### config.mk
export PLATFORM = sky130hd
export DESIGN_NAME = periph_cs_decode
export DESIGN_NICKNAME = d
export VERILOG_FILES = /design/src/rtl/periph_cs_pkg.sv /design/src/rtl/pri_win.sv /design/src/rtl/alt_win.sv /design/src/rtl/irq_pol.sv /design/src/rtl/periph_cs_decode.sv
export SDC_FILE = /design/constraint.sdc
export NUM_CORES = 1
export LEC_CHECK = 0
export ABC_CLOCK_PERIOD_IN_PS = 1800
export BUFFER_PORTS_ARGS = -buffer_cell sky130_fd_sc_hd__buf_2
export CAP_MARGIN = 25
export CORE_MARGIN = 2
export CORE_UTILIZATION = 45
export CTS_BUF_LIST = sky130_fd_sc_hd__clkbuf_4 sky130_fd_sc_hd__clkbuf_8
export DETAILED_ROUTE_END_ITERATION = 6
export GPL_TIMING_DRIVEN = 0
export HOLD_SLACK_MARGIN = 0.15
export PLACE_DENSITY = 0.77
export RECOVER_POWER = 100
export SYNTH_ARGS = -nofsm -noshare
export SYNTH_HDL_FRONTEND = slang
export SYNTH_SLANG_ARGS = --single-unit
### constraint.sdc
create_clock -name clk_i -period 1.8 [get_ports clk_i]
set_input_delay 0.18 -clock clk_i [delete_from_list [all_inputs] [get_ports clk_i]]
set_output_delay 0.18 -clock clk_i [all_outputs]
set_load 0.02 [all_outputs]
### src/rtl/periph_cs_pkg.sv
package periph_cs_pkg;
  typedef struct packed {
    logic pri;
    logic alt;
    logic alt_p1;
  } hit_t;
endpackage

### src/rtl/pri_win.sv
module pri_win #(
  parameter int ADDR_W  = 16,
  parameter int ALIGN_W = 3
) (
  input  logic [ADDR_W-1:0] addr_i,
  input  logic [ADDR_W-1:0] base_i,
  input  logic              wide_i,
  output logic              hit_o
);
  // base low bits ignored: window is 2**ALIGN_W aligned
  assign hit_o = (addr_i[ADDR_W-1:ALIGN_W] == base_i[ADDR_W-1:ALIGN_W]) &&
                 (wide_i || !addr_i[ALIGN_W-1]);
endmodule

### src/rtl/alt_win.sv
module alt_win #(
  parameter int ADDR_W = 16,
  parameter int LEN_W  = 3
) (
  input  logic [ADDR_W-1:0] addr_i,
  input  logic [ADDR_W-1:0] base_i,
  input  logic [LEN_W-1:0]  len_i,
  output logic              hit_o,
  output logic              p1_o
);
  logic [ADDR_W-1:0] off;
  logic              en;

  assign en    = |base_i;
  assign off   = addr_i - base_i;
  assign hit_o = en && (addr_i >= base_i) && (off <= ADDR_W'(len_i));
  assign p1_o  = hit_o && (off == ADDR_W'(1));
endmodule

### src/rtl/irq_pol.sv
module irq_pol #(
  parameter int ADDR_W = 16,
  parameter int DATA_W = 8
) (
  input  logic              clk_i,
  input  logic              rst_ni,
  input  logic [ADDR_W-1:0] addr_i,
  input  logic [ADDR_W-1:0] ctl_base_i,
  input  logic              wr_i,
  input  logic [DATA_W-1:0] wdata_i,
  input  logic              irq_i,
  output logic              irq_o
);
  logic pol_q;
  logic ctl_wr;

  assign ctl_wr = wr_i && (addr_i == ctl_base_i + ADDR_W'(1));

  always_ff @(posedge clk_i or negedge rst_ni) begin
    if (!rst_ni) begin
      pol_q <= 1'b1;
      irq_o <= 1'b0;
    end else begin
      if (ctl_wr) pol_q <= wdata_i[0];
      irq_o <= irq_i ^ ~pol_q;
    end
  end
endmodule

### src/rtl/periph_cs_decode.sv
module periph_cs_decode
  import periph_cs_pkg::*;
#(
  parameter int ADDR_W  = 16,
  parameter int DATA_W  = 8,
  parameter int LEN_W   = 3,
  parameter int ALIGN_W = 3
) (
  input  logic              clk_i,
  input  logic              rst_ni,
  input  logic [ADDR_W-1:0] addr_i,
  input  logic              ior_ni,
  input  logic              iow_ni,
  input  logic              aen_i,
  input  logic [DATA_W-1:0] wdata_i,
  input  logic [ADDR_W-1:0] pri_base_i,
  input  logic [ADDR_W-1:0] alt_base_i,
  input  logic [ADDR_W-1:0] ctl_base_i,
  input  logic              wide_en_i,
  input  logic [LEN_W-1:0]  alt_len_i,
  input  logic              b7_block_i,
  input  logic              bus_dis_i,
  input  logic              drv_irq_i,
  output logic              pri_cs_no,
  output logic              alt_cs_no,
  output logic [DATA_W-1:0] sd_oe_o,
  output logic              irq_o
);
  localparam int MSB = DATA_W - 1;

  hit_t              hit;
  logic              rd, wr, cyc;
  logic [DATA_W-1:0] oe_d;

  assign rd  = !aen_i && !ior_ni;
  assign wr  = !aen_i && !iow_ni;
  assign cyc = rd || wr;

  pri_win #(.ADDR_W(ADDR_W), .ALIGN_W(ALIGN_W)) u_pri (
    .addr_i (addr_i),
    .base_i (pri_base_i),
    .wide_i (wide_en_i),
    .hit_o  (hit.pri)
  );

  alt_win #(.ADDR_W(ADDR_W), .LEN_W(LEN_W)) u_alt (
    .addr_i (addr_i),
    .base_i (alt_base_i),
    .len_i  (alt_len_i),
    .hit_o  (hit.alt),
    .p1_o   (hit.alt_p1)
  );

  irq_pol #(.ADDR_W(ADDR_W), .DATA_W(DATA_W)) u_irq (
    .clk_i      (clk_i),
    .rst_ni     (rst_ni),
    .addr_i     (addr_i),
    .ctl_base_i (ctl_base_i),
    .wr_i       (wr),
    .wdata_i    (wdata_i),
    .irq_i      (drv_irq_i),
    .irq_o      (irq_o)
  );

  always_comb begin
    oe_d = '0;
    if (rd && (hit.pri || hit.alt) && !bus_dis_i) begin
      oe_d = '1;
      if (b7_block_i && hit.alt_p1) oe_d[MSB] = 1'b0;
    end
  end

  always_ff @(posedge clk_i or negedge rst_ni) begin
    if (!rst_ni) begin
      pri_cs_no <= 1'b1;
      alt_cs_no <= 1'b1;
      sd_oe_o   <= '0;
    end else begin
      pri_cs_no <= !(cyc && hit.pri);
      alt_cs_no <= !(cyc && hit.alt);
      sd_oe_o   <= oe_d;
    end
  end
endmodule

==> flow_metrics.py <==
metrics = {
    "yosys": {
        "ys_seq_area_share_pct": 7.28,
        "ys_ff_latch": 6,
        "synthDistinctLibCells": 62,
        "synth_top_cell_by_area": "xnor2_1",
        "synth_area_leaders": "xnor2_1 12%, ha_1 12%, inv_1 5.7%",
        "avgSynthCellArea_um2": 7.37,
        "synth_top_area_share_pct": 12.0,
        "yosysMostFrequentCell": "inv_1",
        "synth_edf_count": 0,
        "synthesis.area_um2": 2110,
        "netlist_instances": 287,
        "synthArstFlopShare_pct": 100,
        "synth_fp_nets": 392,
        "ys.flop_type": "dfstp_2",
        "synth_warnings": 0,
        "synthTopCellsByCount": "32 x inv_1, 29 x xnor2_1, 20 x ha_1",
    },
    "final_layout": {
        "n_fill_cell": 382,
        "final_layout_size_suffix_gt1_share_pct": 36.6,
        "diodes": 0,
        "area_growth_pct": 43.3,
        "nets": 499,
        "multi_input_area_um2": 1910,
        "seq_area_um2": 154,
        "final_util_pct": 68.2,
    },
    "sta": {
        "finalHoldViolations": 0,
        "tightest_slew_ns": 0.508,
        "period_share_pct": 142,
        "max_clock_freq_ghz": 0.391,
        "rsz0062_at_grt": "yes",
        "setup_slack_ns": -0.755,
        "slew-limit-headroom_pct": 65.8,
        "drv_slew": 0,
        "hold_ws_ns": 0.197,
        "fin_worst_skew_ns": 0.0000565,
        "finalSetupViolCount": 4,
        "min_period_ns": 2.56,
    },
    "worst_hold_path": {
        "holdCritPathClass": "in2reg",
    },
    "drt": {
        "vias_per_cell": 5.87,
        "drt_iter0_markers": 158,
        "drc": 0,
        "num_vias": 2611,
        "ant_nets": 0,
        "wirelength_mm": 6.95,
        "dr.pass1.iters": 5,
        "wl_per_cell_um": 15.6,
    },
    "worst_setup_path": {
        "critPathKind": "in2reg",
        "cp.arrival_ns": 2.72,
        "reg2reg_slack_ns": 1.08,
        "end_kind": "register",
        "cp_max_fo": 3,
        "cp-start-kind": "primary input",
        "critPathRequiredTime_ns": 1.97,
    },
    "pwr": {
        "p_per_area_nw_per_um2": 374,
        "p_clk_share_pct": 21.0,
        "pwr-share-comb_pct": 66.9,
        "power.leakage_nw": 1.37,
        "total_power_mw": 1.13,
        "intPower_mw": 0.660,
        "switching_power_mw": 0.474,
        "pwr-share-seq_pct": 12.1,
        "swShare_pct": 41.8,
        "ir_drop_v": 0.000189,
    },
    "clock_network": {
        "htreeDepth": 1,
        "path_clk_slew_ns": 0.04,
        "cts.path.max_buffers": 2,
        "ctsRootBufferMaster": "clkbuf_8",
        "clkSinkCount": 6,
        "cts_tree": "yes",
        "cts_inserted_buffers": 3,
        "clk_latency_ns": 0.23,
    },
    "placed_design": {
        "globalplace.congestion": 0.922,
        "dp_hpwl_mm": 5.23,
        "io_buffers": 84,
    },
    "global_routing": {
        "grt_first_pass_wirelength_mm": 11.1,
        "grt_use_total_pct": 26.2,
        "overflow": 0,
        "grt_max_degree": 11,
        "grt_antenna_before_repair": 0,
        "grt_pass1_vias": 2431,
    },
    "run_status": {
        "status": "finished with violations",
        "violations": "setup timing",
    },
    "die": {
        "die-area_um2": 5260,
        "die_h_um": 72.6,
        "dieWidth_um": 72.6,
        "io_pins": 95,
        "fp-row-count": 24,
        "start_util_pct": 47.6,
        "core_um2": 4440,
    },
    "flow_run": {
        "max-cap-violations": 0,
    },
}
-- critical path, stage by stage --
cell and delay, ns:
buf_12 0.11, inv_12 0.04, ha_4 0.12, fa_2 0.20
and2b_1 0.21, or4_4 0.51, a221oi_2 0.23, o22ai_1 0.10
or4_4 0.46, nor4_4 0.16, and3_4 0.25, o211a_1 0.15
-- per-layer routing --
metal  share of wire, %  global-route usage (%)  vias up
met2                 49                    46.5      124
met3                6.7                    1.67       23
met5                  0                       0        -
li1                   -                       -     1267
met1                 41                    32.8     1197
met4                3.3                    10.5        0
-- power by group through the flow --
| stage | sequential (mW) | clock, mW | combinational (mW) |
|---|---|---|---|
| after floorplan | 0.140 | 0 | 0.444 |
| after global placement | 0.139 | 0 | 0.653 |
| after detailed placement | 0.139 | 0 | 0.664 |
| after CTS | 0.137 | 0.233 | 0.725 |
| after global routing | 0.137 | 0.243 | 0.833 |
| final | 0.137 | 0.238 | 0.758 |
-- final timing paths --
kind / startpoint / to / cells after the start
max reg2reg: u_irq.pol_q / u_irq.irq_o / 1
max in group asynchronous: rst_ni / u_irq.pol_q / 2
min: wdata_i[0] / u_irq.pol_q / 2
max: addr_i[0] / sd_oe_o[7] / 12
min in group asynchronous: rst_ni / sd_oe_o[7] / 2
min reg2reg: u_irq.pol_q / u_irq.irq_o / 1
-- layout make-up --
class / count / share of cell area [%]
Clock buffer: 4 / 1.61
Sequential cell: 6 / 5.08
Inverter: 32 / 4.46
Timing Repair Buffer: 104 / 20.9
Multi-Input combinational cell: 236 / 62.9
Tap cell: 52 / 2.15
Buffer: 11 / 2.85
-- registers in the layout (all words and copies together) (netlist names) --
name         count
u_irq.irq_o      1
sd_oe_o          2
alt_cs_no        1
pri_cs_no        1
u_irq.pol_q      1
-- logic make-up after synthesis --
kind of cell | after synthesis | synth area share [%]
flip-flops | 6 | 7.28
multiplexers | 3 | 1.48
adder cells (fa/ha/maj) | 21 | 12.8
XOR/XNOR | 42 | 17.8
buffers and inverters | 45 | 10.3
AND/OR/NAND/NOR | 97 | 25.9
AO/OA/AOI/OAI | 73 | 24.5
-- stage by stage --
step	setup TNS [ns]	setup WS, ns	cell area (um^2)	std cells
after detailed placement	-4.00	-1.09	2690	423
final	-2.56	-0.755	3030	445
after global routing	-2.94	-0.854	3030	445
after floorplan	-2.34	-0.690	2200	287
after global placement	-3.97	-1.10	2690	423
after CTS	-2.44	-0.703	3000	444
-- placed cells by master, fill, tap and decap left out, types with 5 or more instances in the layout --
| master | count |
|---|---|
| buf_2 | 64 |
| inv_1 | 30 |
| xnor2_1 | 28 |
| buf_4 | 25 |
| a21oi_1 | 16 |
| ha_1 | 16 |
| nor2_1 | 14 |
| nand2_1 | 13 |
| xor2_1 | 12 |
| clkbuf_1 | 12 |
| nand3_1 | 11 |
| nand4_1 | 9 |
| nor3_1 | 9 |
| o211ai_1 | 8 |
| nor4_1 | 6 |
| o21ai_0 | 6 |
| buf_6 | 5 |
| o21a_1 | 5 |
-- timing repair --
action	in CTS	in global routing
pin swaps	10	10
buffers inserted	15	3
gates resized for setup	33	11
hold buffers	2	0
hold endpoints to repair	7	0
setup endpoints to repair	4	4
No activity file was read; power rests on OpenSTA's default activity.
